### src/rtl/adc_cap_pkg.sv
package adc_cap_pkg;
  localparam int CH_W = 2;

  typedef enum logic {
    SEQ_IDLE = 1'b0,
    SEQ_SCAN = 1'b1
  } seq_state_e;
endpackage

### src/rtl/cap_rst_sync.sv
module cap_rst_sync (
  input  logic clk,
  input  logic rst_n,
  output logic rst_sync_n
);
  logic stage1_q;
  logic stage2_q;

  always_ff @(posedge clk or negedge rst_n) begin
    if (!rst_n) begin
      stage1_q <= 1'b0;
      stage2_q <= 1'b0;
    end else begin
      stage1_q <= 1'b1;
      stage2_q <= stage1_q;
    end
  end

  assign rst_sync_n = stage2_q;
endmodule

### src/rtl/cap_tick_gen.sv
module cap_tick_gen #(
  parameter int WINDOW = 5
) (
  input  logic clk,
  input  logic rst_n,
  output logic tick
);
  localparam int CW = (WINDOW > 1) ? $clog2(WINDOW) : 1;
  localparam logic [CW-1:0] LAST = CW'(WINDOW - 1);

  logic [CW-1:0] cnt_q, cnt_d;
  logic          tick_q, tick_d;

  always_comb begin
    cnt_d  = (cnt_q == LAST) ? '0 : cnt_q + 1'b1;
    tick_d = (cnt_q == LAST);
  end

  always_ff @(posedge clk or negedge rst_n) begin
    if (!rst_n) begin
      cnt_q  <= '0;
      tick_q <= 1'b0;
    end else begin
      cnt_q  <= cnt_d;
      tick_q <= tick_d;
    end
  end

  assign tick = tick_q;


  tick_single_chk: assert property (@(posedge clk) disable iff (!rst_n)
    tick_q |=> !tick_q);
endmodule

### src/rtl/cap_chan_seq.sv
module cap_chan_seq
  import adc_cap_pkg::*;
#(
  parameter int NUM_CH = 3,
  parameter int DATA_W = 12
) (
  input  logic                           clk,
  input  logic                           rst_n,
  input  logic                           tick,
  input  logic [NUM_CH-1:0][DATA_W-1:0]  adc_bus,
  output logic                           wr_en,
  output logic [CH_W+DATA_W-1:0]         wr_word
);
  localparam logic [CH_W-1:0] LAST_CH = CH_W'(NUM_CH - 1);

  seq_state_e      state_q, state_d;
  logic [CH_W-1:0] ch_q, ch_d;

  always_comb begin
    state_d = state_q;
    ch_d    = ch_q;
    case (state_q)
      SEQ_IDLE: begin
        if (tick) begin
          state_d = SEQ_SCAN;
          ch_d    = '0;
        end
      end
      SEQ_SCAN: begin
        if (ch_q == LAST_CH) begin
          state_d = SEQ_IDLE;
          ch_d    = '0;
        end else begin
          ch_d = ch_q + 1'b1;
        end
      end
      default: begin
        state_d = SEQ_IDLE;
        ch_d    = '0;
      end
    endcase
  end

  always_ff @(posedge clk or negedge rst_n) begin
    if (!rst_n) begin
      state_q <= SEQ_IDLE;
      ch_q    <= '0;
    end else begin
      state_q <= state_d;
      ch_q    <= ch_d;
    end
  end

  assign wr_en   = (state_q == SEQ_SCAN);
  assign wr_word = {ch_q, adc_bus[ch_q]};


  scan_start_chk: assert property (@(posedge clk) disable iff (!rst_n)
    tick |=> (wr_en && ch_q == '0));

  scan_end_chk: assert property (@(posedge clk) disable iff (!rst_n)
    (wr_en && ch_q == LAST_CH) |=> !wr_en);

  idle_on_tick_chk: assert property (@(posedge clk) disable iff (!rst_n)
    tick |-> !wr_en);
endmodule

### src/rtl/cap_word_fifo.sv
module cap_word_fifo #(
  parameter int WORD_W = 14,
  parameter int DEPTH  = 8,
  parameter int BURST  = 4
) (
  input  logic              clk,
  input  logic              rst_n,
  input  logic              wr_en,
  input  logic [WORD_W-1:0] wr_word,
  input  logic              rd_en,
  output logic [WORD_W-1:0] rd_word,
  output logic              empty,
  input  logic              burst_ack,
  output logic              burst_ready,
  output logic              overflow
);
  localparam int AW    = (DEPTH > 1) ? $clog2(DEPTH) : 1;
  localparam int CNT_W = $clog2(DEPTH + 1);
  localparam logic [AW-1:0]    PTR_LAST = AW'(DEPTH - 1);
  localparam logic [CNT_W-1:0] CNT_FULL = CNT_W'(DEPTH);
  localparam logic [CNT_W-1:0] CNT_BURST = CNT_W'(BURST);

  logic [WORD_W-1:0] mem [DEPTH];
  logic [AW-1:0]     wr_ptr_q, wr_ptr_d, rd_ptr_q, rd_ptr_d;
  logic [CNT_W-1:0]  count_q, count_d;
  logic              ovf_q, ovf_d, rdy_q, rdy_d;
  logic              full, wr_ok, rd_ok;

  always_comb begin
    full     = (count_q == CNT_FULL);
    wr_ok    = wr_en && !full;
    rd_ok    = rd_en && (count_q != '0);
    wr_ptr_d = wr_ptr_q;
    rd_ptr_d = rd_ptr_q;
    count_d  = count_q;
    if (wr_ok) wr_ptr_d = (wr_ptr_q == PTR_LAST) ? '0 : wr_ptr_q + 1'b1;
    if (rd_ok) rd_ptr_d = (rd_ptr_q == PTR_LAST) ? '0 : rd_ptr_q + 1'b1;
    if (wr_ok && !rd_ok) count_d = count_q + 1'b1;
    if (rd_ok && !wr_ok) count_d = count_q - 1'b1;
    ovf_d = ovf_q || (wr_en && full);
    rdy_d = burst_ack ? 1'b0 : (rdy_q || (count_q >= CNT_BURST));
  end

  always_ff @(posedge clk or negedge rst_n) begin
    if (!rst_n) begin
      wr_ptr_q <= '0;
      rd_ptr_q <= '0;
      count_q  <= '0;
      ovf_q    <= 1'b0;
      rdy_q    <= 1'b0;
    end else begin
      wr_ptr_q <= wr_ptr_d;
      rd_ptr_q <= rd_ptr_d;
      count_q  <= count_d;
      ovf_q    <= ovf_d;
      rdy_q    <= rdy_d;
    end
  end

  always_ff @(posedge clk) begin
    if (wr_ok) mem[wr_ptr_q] <= wr_word;
  end

  assign rd_word     = mem[rd_ptr_q];
  assign empty       = (count_q == '0);
  assign burst_ready = rdy_q;
  assign overflow    = ovf_q;


  capacity_chk: assert property (@(posedge clk) disable iff (!rst_n)
    count_q <= CNT_FULL);

  full_hold_chk: assert property (@(posedge clk) disable iff (!rst_n)
    (full && wr_en && !rd_en) |=> (count_q == CNT_FULL && $stable(wr_ptr_q)));

  ovf_sticky_chk: assert property (@(posedge clk) disable iff (!rst_n)
    ovf_q |=> ovf_q);

  ack_clear_chk: assert property (@(posedge clk) disable iff (!rst_n)
    burst_ack |=> !rdy_q);
endmodule

### src/rtl/adc_capture_seq.sv
module adc_capture_seq
  import adc_cap_pkg::*;
#(
  parameter int DATA_W = 12,
  parameter int WINDOW = 5,
  parameter int DEPTH  = 8,
  parameter int BURST  = 4
) (
  input  logic                   clk,
  input  logic                   rst_n,
  input  logic [DATA_W-1:0]      adc_ch0,
  input  logic [DATA_W-1:0]      adc_ch1,
  input  logic [DATA_W-1:0]      adc_ch2,
  output logic                   sample_en,
  input  logic                   rd_en,
  output logic [CH_W+DATA_W-1:0] rd_data,
  output logic                   buf_empty,
  output logic                   burst_ready,
  input  logic                   burst_ack,
  output logic                   overflow
);
  localparam int NUM_CH = 3;
  localparam int WORD_W = CH_W + DATA_W;

  logic                          rst_i_n;
  logic                          tick;
  logic [NUM_CH-1:0][DATA_W-1:0] adc_bus;
  logic                          cap_wr;
  logic [WORD_W-1:0]             cap_word;

  assign adc_bus = {adc_ch2, adc_ch1, adc_ch0};

  cap_rst_sync u_rst (
    .clk        (clk),
    .rst_n      (rst_n),
    .rst_sync_n (rst_i_n)
  );

  cap_tick_gen #(.WINDOW(WINDOW)) u_tick (
    .clk   (clk),
    .rst_n (rst_i_n),
    .tick  (tick)
  );

  cap_chan_seq #(.NUM_CH(NUM_CH), .DATA_W(DATA_W)) u_seq (
    .clk     (clk),
    .rst_n   (rst_i_n),
    .tick    (tick),
    .adc_bus (adc_bus),
    .wr_en   (cap_wr),
    .wr_word (cap_word)
  );

  cap_word_fifo #(.WORD_W(WORD_W), .DEPTH(DEPTH), .BURST(BURST)) u_buf (
    .clk         (clk),
    .rst_n       (rst_i_n),
    .wr_en       (cap_wr),
    .wr_word     (cap_word),
    .rd_en       (rd_en),
    .rd_word     (rd_data),
    .empty       (buf_empty),
    .burst_ack   (burst_ack),
    .burst_ready (burst_ready),
    .overflow    (overflow)
  );

  assign sample_en = tick;
endmodule

### config.mk
export PLATFORM = sky130hd
export DESIGN_NAME = adc_capture_seq
export DESIGN_NICKNAME = d
export VERILOG_FILES = /design/src/rtl/adc_cap_pkg.sv /design/src/rtl/cap_rst_sync.sv /design/src/rtl/cap_tick_gen.sv /design/src/rtl/cap_chan_seq.sv /design/src/rtl/cap_word_fifo.sv /design/src/rtl/adc_capture_seq.sv
export SDC_FILE = /design/constraint.sdc
export NUM_CORES = 1
export LEC_CHECK = 0
export BUFFER_PORTS_ARGS = -buffer_cell sky130_fd_sc_hd__buf_2
export CORE_ASPECT_RATIO = 0.75
export CORE_MARGIN = 8
export CORE_UTILIZATION = 45
export CTS_BUF_LIST = sky130_fd_sc_hd__clkbuf_8
export CTS_CLUSTER_SIZE = 8
export DETAILED_ROUTE_END_ITERATION = 7
export MAX_ROUTING_LAYER = met4
export PLACE_DENSITY_LB_ADDON = 0.12
export SYNTH_ARGS = -nofsm -noshare
export SYNTH_HDL_FRONTEND = slang
export SYNTH_SLANG_ARGS = --single-unit
### constraint.sdc
create_clock -name clk -period 4.6 [get_ports clk]
set_clock_uncertainty 0.05 [all_clocks]
set_input_delay 0.23 -clock clk [delete_from_list [all_inputs] [get_ports clk]]
set_output_delay 0.23 -clock clk [all_outputs]
set_load 0.005 [all_outputs]
==> flow_metrics.py <==
metrics = {
    "logic_synthesis": {
        "netlist.area_leader.share_pct": 60.5,
        "synth_xor_xnor_area_share_pct": 0.315,
        "yosys.area_share.adder_pct": 2.39,
        "synth_ff_type": "edfxtp_1",
        "yosys_warnings": 0,
        "ys_ff_latch": 133,
        "synth-edff-count": 112,
        "synth_top_family_by_area": "multiplexers",
        "synth_nets": 351,
        "synth_compound_area_share_pct": 3.11,
        "synth_mux_area_share_pct": 18.0,
        "synth.yosys.seq_area_share_pct": 70.0,
        "synth_cells": 301,
        "syn_area_um2": 5560,
        "synthDistinctLibCells": 38,
        "synth_top_cell_by_area": "edfxtp_1",
        "yosys-top-cells-area": "edfxtp_1, mux4_2, dfrtp_1",
        "synth-simple-area-share_pct": 4.41,
        "ys_async_sr_fraction_pct": 15.8,
        "syn_area_per_cell_um2": 18.5,
    },
    "drt": {
        "viasPerCell": 5.23,
        "ant_nets": 0,
        "first_pass_iters": 5,
        "vias": 2858,
        "routedWlPerCell_um": 19.4,
        "drcViolationCount": 0,
        "drtIter0Drc": 193,
        "wirelength_um": 10600,
    },
    "grt": {
        "grt_overflow_total": 0,
        "grt_pass1_wl_um": 16700,
        "antenna_found_initial": 0,
        "first_global_vias": 2998,
        "grt_max_degree": 32,
        "track_usage_pct": 14.4,
    },
    "clocking": {
        "cts_sinks": 133,
        "clock_path_buffers": 2,
        "cts_htree_levels": 4,
        "clk_latency_ns": 0.43,
        "holdBufCountCts": 2,
        "post_cts_resized": 0,
        "cts_tree": "done",
        "post_cts_buffers": 0,
        "cts-root-buf": "clkbuf_8",
        "path_clk_slew_ns": 0.09,
        "cts_inserted_buffers": 17,
    },
    "critical_path": {
        "cp_max_fo": 9,
        "path_cells": "or4b_4, nand2_8, ha_1, ha_1, or4b_2, o311ai_0, o211ai_1",
        "timing.critical_path.required_ns": 4.85,
        "cp-end-kind": "register",
        "critPathKind": "register to register",
        "worst_setup_path_start_kind": "register",
        "max_stage_delay_ns": 0.67,
        "crit_slowest_cell": "or4b_2",
        "cp.arrival_ns": 3.27,
        "path_common_cell": "ha_1",
    },
    "cells_and_area": {
        "drive_above_1_share_pct": 39.7,
        "multi_input_area_um2": 1630,
        "area_growth_pct": 16.2,
        "regArea_um2": 3890,
        "nFillCells": 1032,
        "n_antenna_cell": 0,
        "final_nets": 417,
    },
    "timing": {
        "period_share_pct": 65.6,
        "finalSetupViolCount": 0,
        "period_needed_ns": 3.02,
        "relSlewSlack_pct": 28.9,
        "rsz0062_at_grt": "no",
        "hold_viol_final": 0,
        "drv_slew": 0,
        "tns_ns": 0,
        "fmax_mhz": 331,
        "max_slew.worst_pin.slew_ns": 1.07,
    },
    "die": {
        "start_util_pct": 45.6,
        "die_w_um": 144,
        "die_area_um2": 16200,
        "core_area_um2": 12200,
        "die_y_um": 112,
        "row_count": 35,
        "ios": 58,
    },
    "min_path": {
        "holdCritPathClass": "input port to async pin",
    },
    "placed_design": {
        "dp_hpwl_um": 6570,
        "place.gp.congestion": 0.750,
        "io_buffer_count": 57,
    },
    "run_status": {
        "status": "complete, no violations",
    },
    "job": {
        "max_cap_violations": 0,
    },
    "power_and_ir_drop": {
        "ir_drop_uv": 314,
        "leakage_nw": 2.36,
        "p_total_mw": 4.02,
        "power.density_nw_per_um2": 623,
    },
}
[layout by cell type (no fill, tap or decap), types with 13 or more instances in the layout]
master,instances
buf_2,57
edfxtp_1,112
clkbuf_8,17
nand2_1,16
mux4_2,28
dfrtp_1,20
mux2i_1,13
o21ai_0,14
mux2_2,17
[worst paths after layout]
check / slack (ns) / cells past startpoint / end / startpoint
max in group asynchronous: 3.72 / 0 / u_buf.rd_ptr_q[0] / u_rst.rst_sync_n
hold / removal: 0.06 / 2 / u_rst.stage1_q / rst_n
setup / recovery: 1.58 / 7 / u_buf.count_q[3] / u_buf.count_q[0]
min in group clk: 0.06 / 3 / u_buf.rd_ptr_q[1] / rd_en
setup reg to reg: 1.58 / 7 / u_buf.count_q[3] / u_buf.count_q[0]
hold reg to reg: 0.26 / 0 / u_buf.count_q[0] / u_rst.rst_sync_n
[where the power goes]
group          switching [mW]  internal [mW]  total [mW]
clock network           0.481          0.439       0.920
logic                   0.556          0.634        1.19
registers               0.248           1.66        1.91
[synthesized netlist by cell type (4+ instances only)]
cell	instances
edfxtp_1	112
mux4_2	28
dfrtp_1	21
mux2_2	17
nand2_1	16
o21ai_0	14
mux2i_1	13
buf_2	9
ha_1	9
inv_1	9
nor2_1	8
nor3_1	6
clkbuf_1	4
[layer usage]
metal  part of all wire, %  track usage (%)  vias to the layer above
li1                      -                -                     1327
met1                    45             18.9                     1454
met2                    49             21.8                       69
met3                   4.7             3.31                        8
met4                  0.73             5.05                        0
met5                     0                -                        -
[layout make-up]
class | instances | share of cell area (%)
clock buffer | 17 | 3.62
clock inverter | 15 | 2.23
inverter | 9 | 0.523
multi-input combinational | 145 | 25.2
sequential | 133 | 60.2
tap | 166 | 3.22
timing repair buffer | 61 | 4.96
[through the flow]
stage / area [um2] / util (%) / hold WS [ns] / worst slack [ns] / instances
after floorplan: 5560 / - / -0.116 / 1.80 / 301
after global placement: 6060 / 49.8 / -0.0356 / 1.67 / 512
after detailed placement: 6060 / 49.8 / -0.0325 / 1.61 / 512
after CTS: 6460 / 53.0 / 0.0285 / 1.58 / 546
after global routing: 6460 / 53.0 / 0.0444 / 1.46 / 546
final: 6460 / 53.0 / 0.0580 / 1.58 / 546
[kinds of logic (layout without fill, tap and decap cells)]
family / count (synthesis) / in the layout
DFF: 133 / 133
muxes: 61 / 61
and+or+nand+nor: 46 / 46
AOI/OAI and AO/OA: 25 / 25
buffers and inverters: 23 / 102
adders and majority gates: 10 / 10
xor gates and xnor gates: 2 / 2
other: 1 / 1
[registers in the layout, summed over array words and instances (netlist names)]
| signal | flops |
|---|---|
| u_tick.tick | 1 |
| u_rst.rst_sync_n | 1 |
| u_buf.wr_ptr_q | 3 |
| u_seq.wr_en | 1 |
| u_tick.cnt_q | 3 |
| u_buf.mem | 112 |
| u_buf.overflow | 1 |
| u_buf.burst_ready | 1 |
| u_buf.count_q | 4 |
| u_rst.stage1_q | 1 |
| u_seq.ch_q | 2 |
| u_buf.rd_ptr_q | 3 |
[worst max-delay path: cells and delay by family (launching register included)]
| family | cells | cell delay [ns] |
|---|---|---|
| AO/OA/AOI/OAI | 2 | 0.24 |
| AND/OR/NAND/NOR | 3 | 1.42 |
| adder cells (fa/ha/maj) | 2 | 0.69 |
| flip-flops | 1 | 0.49 |
Note: power is estimated with default switching activity, not from simulation.
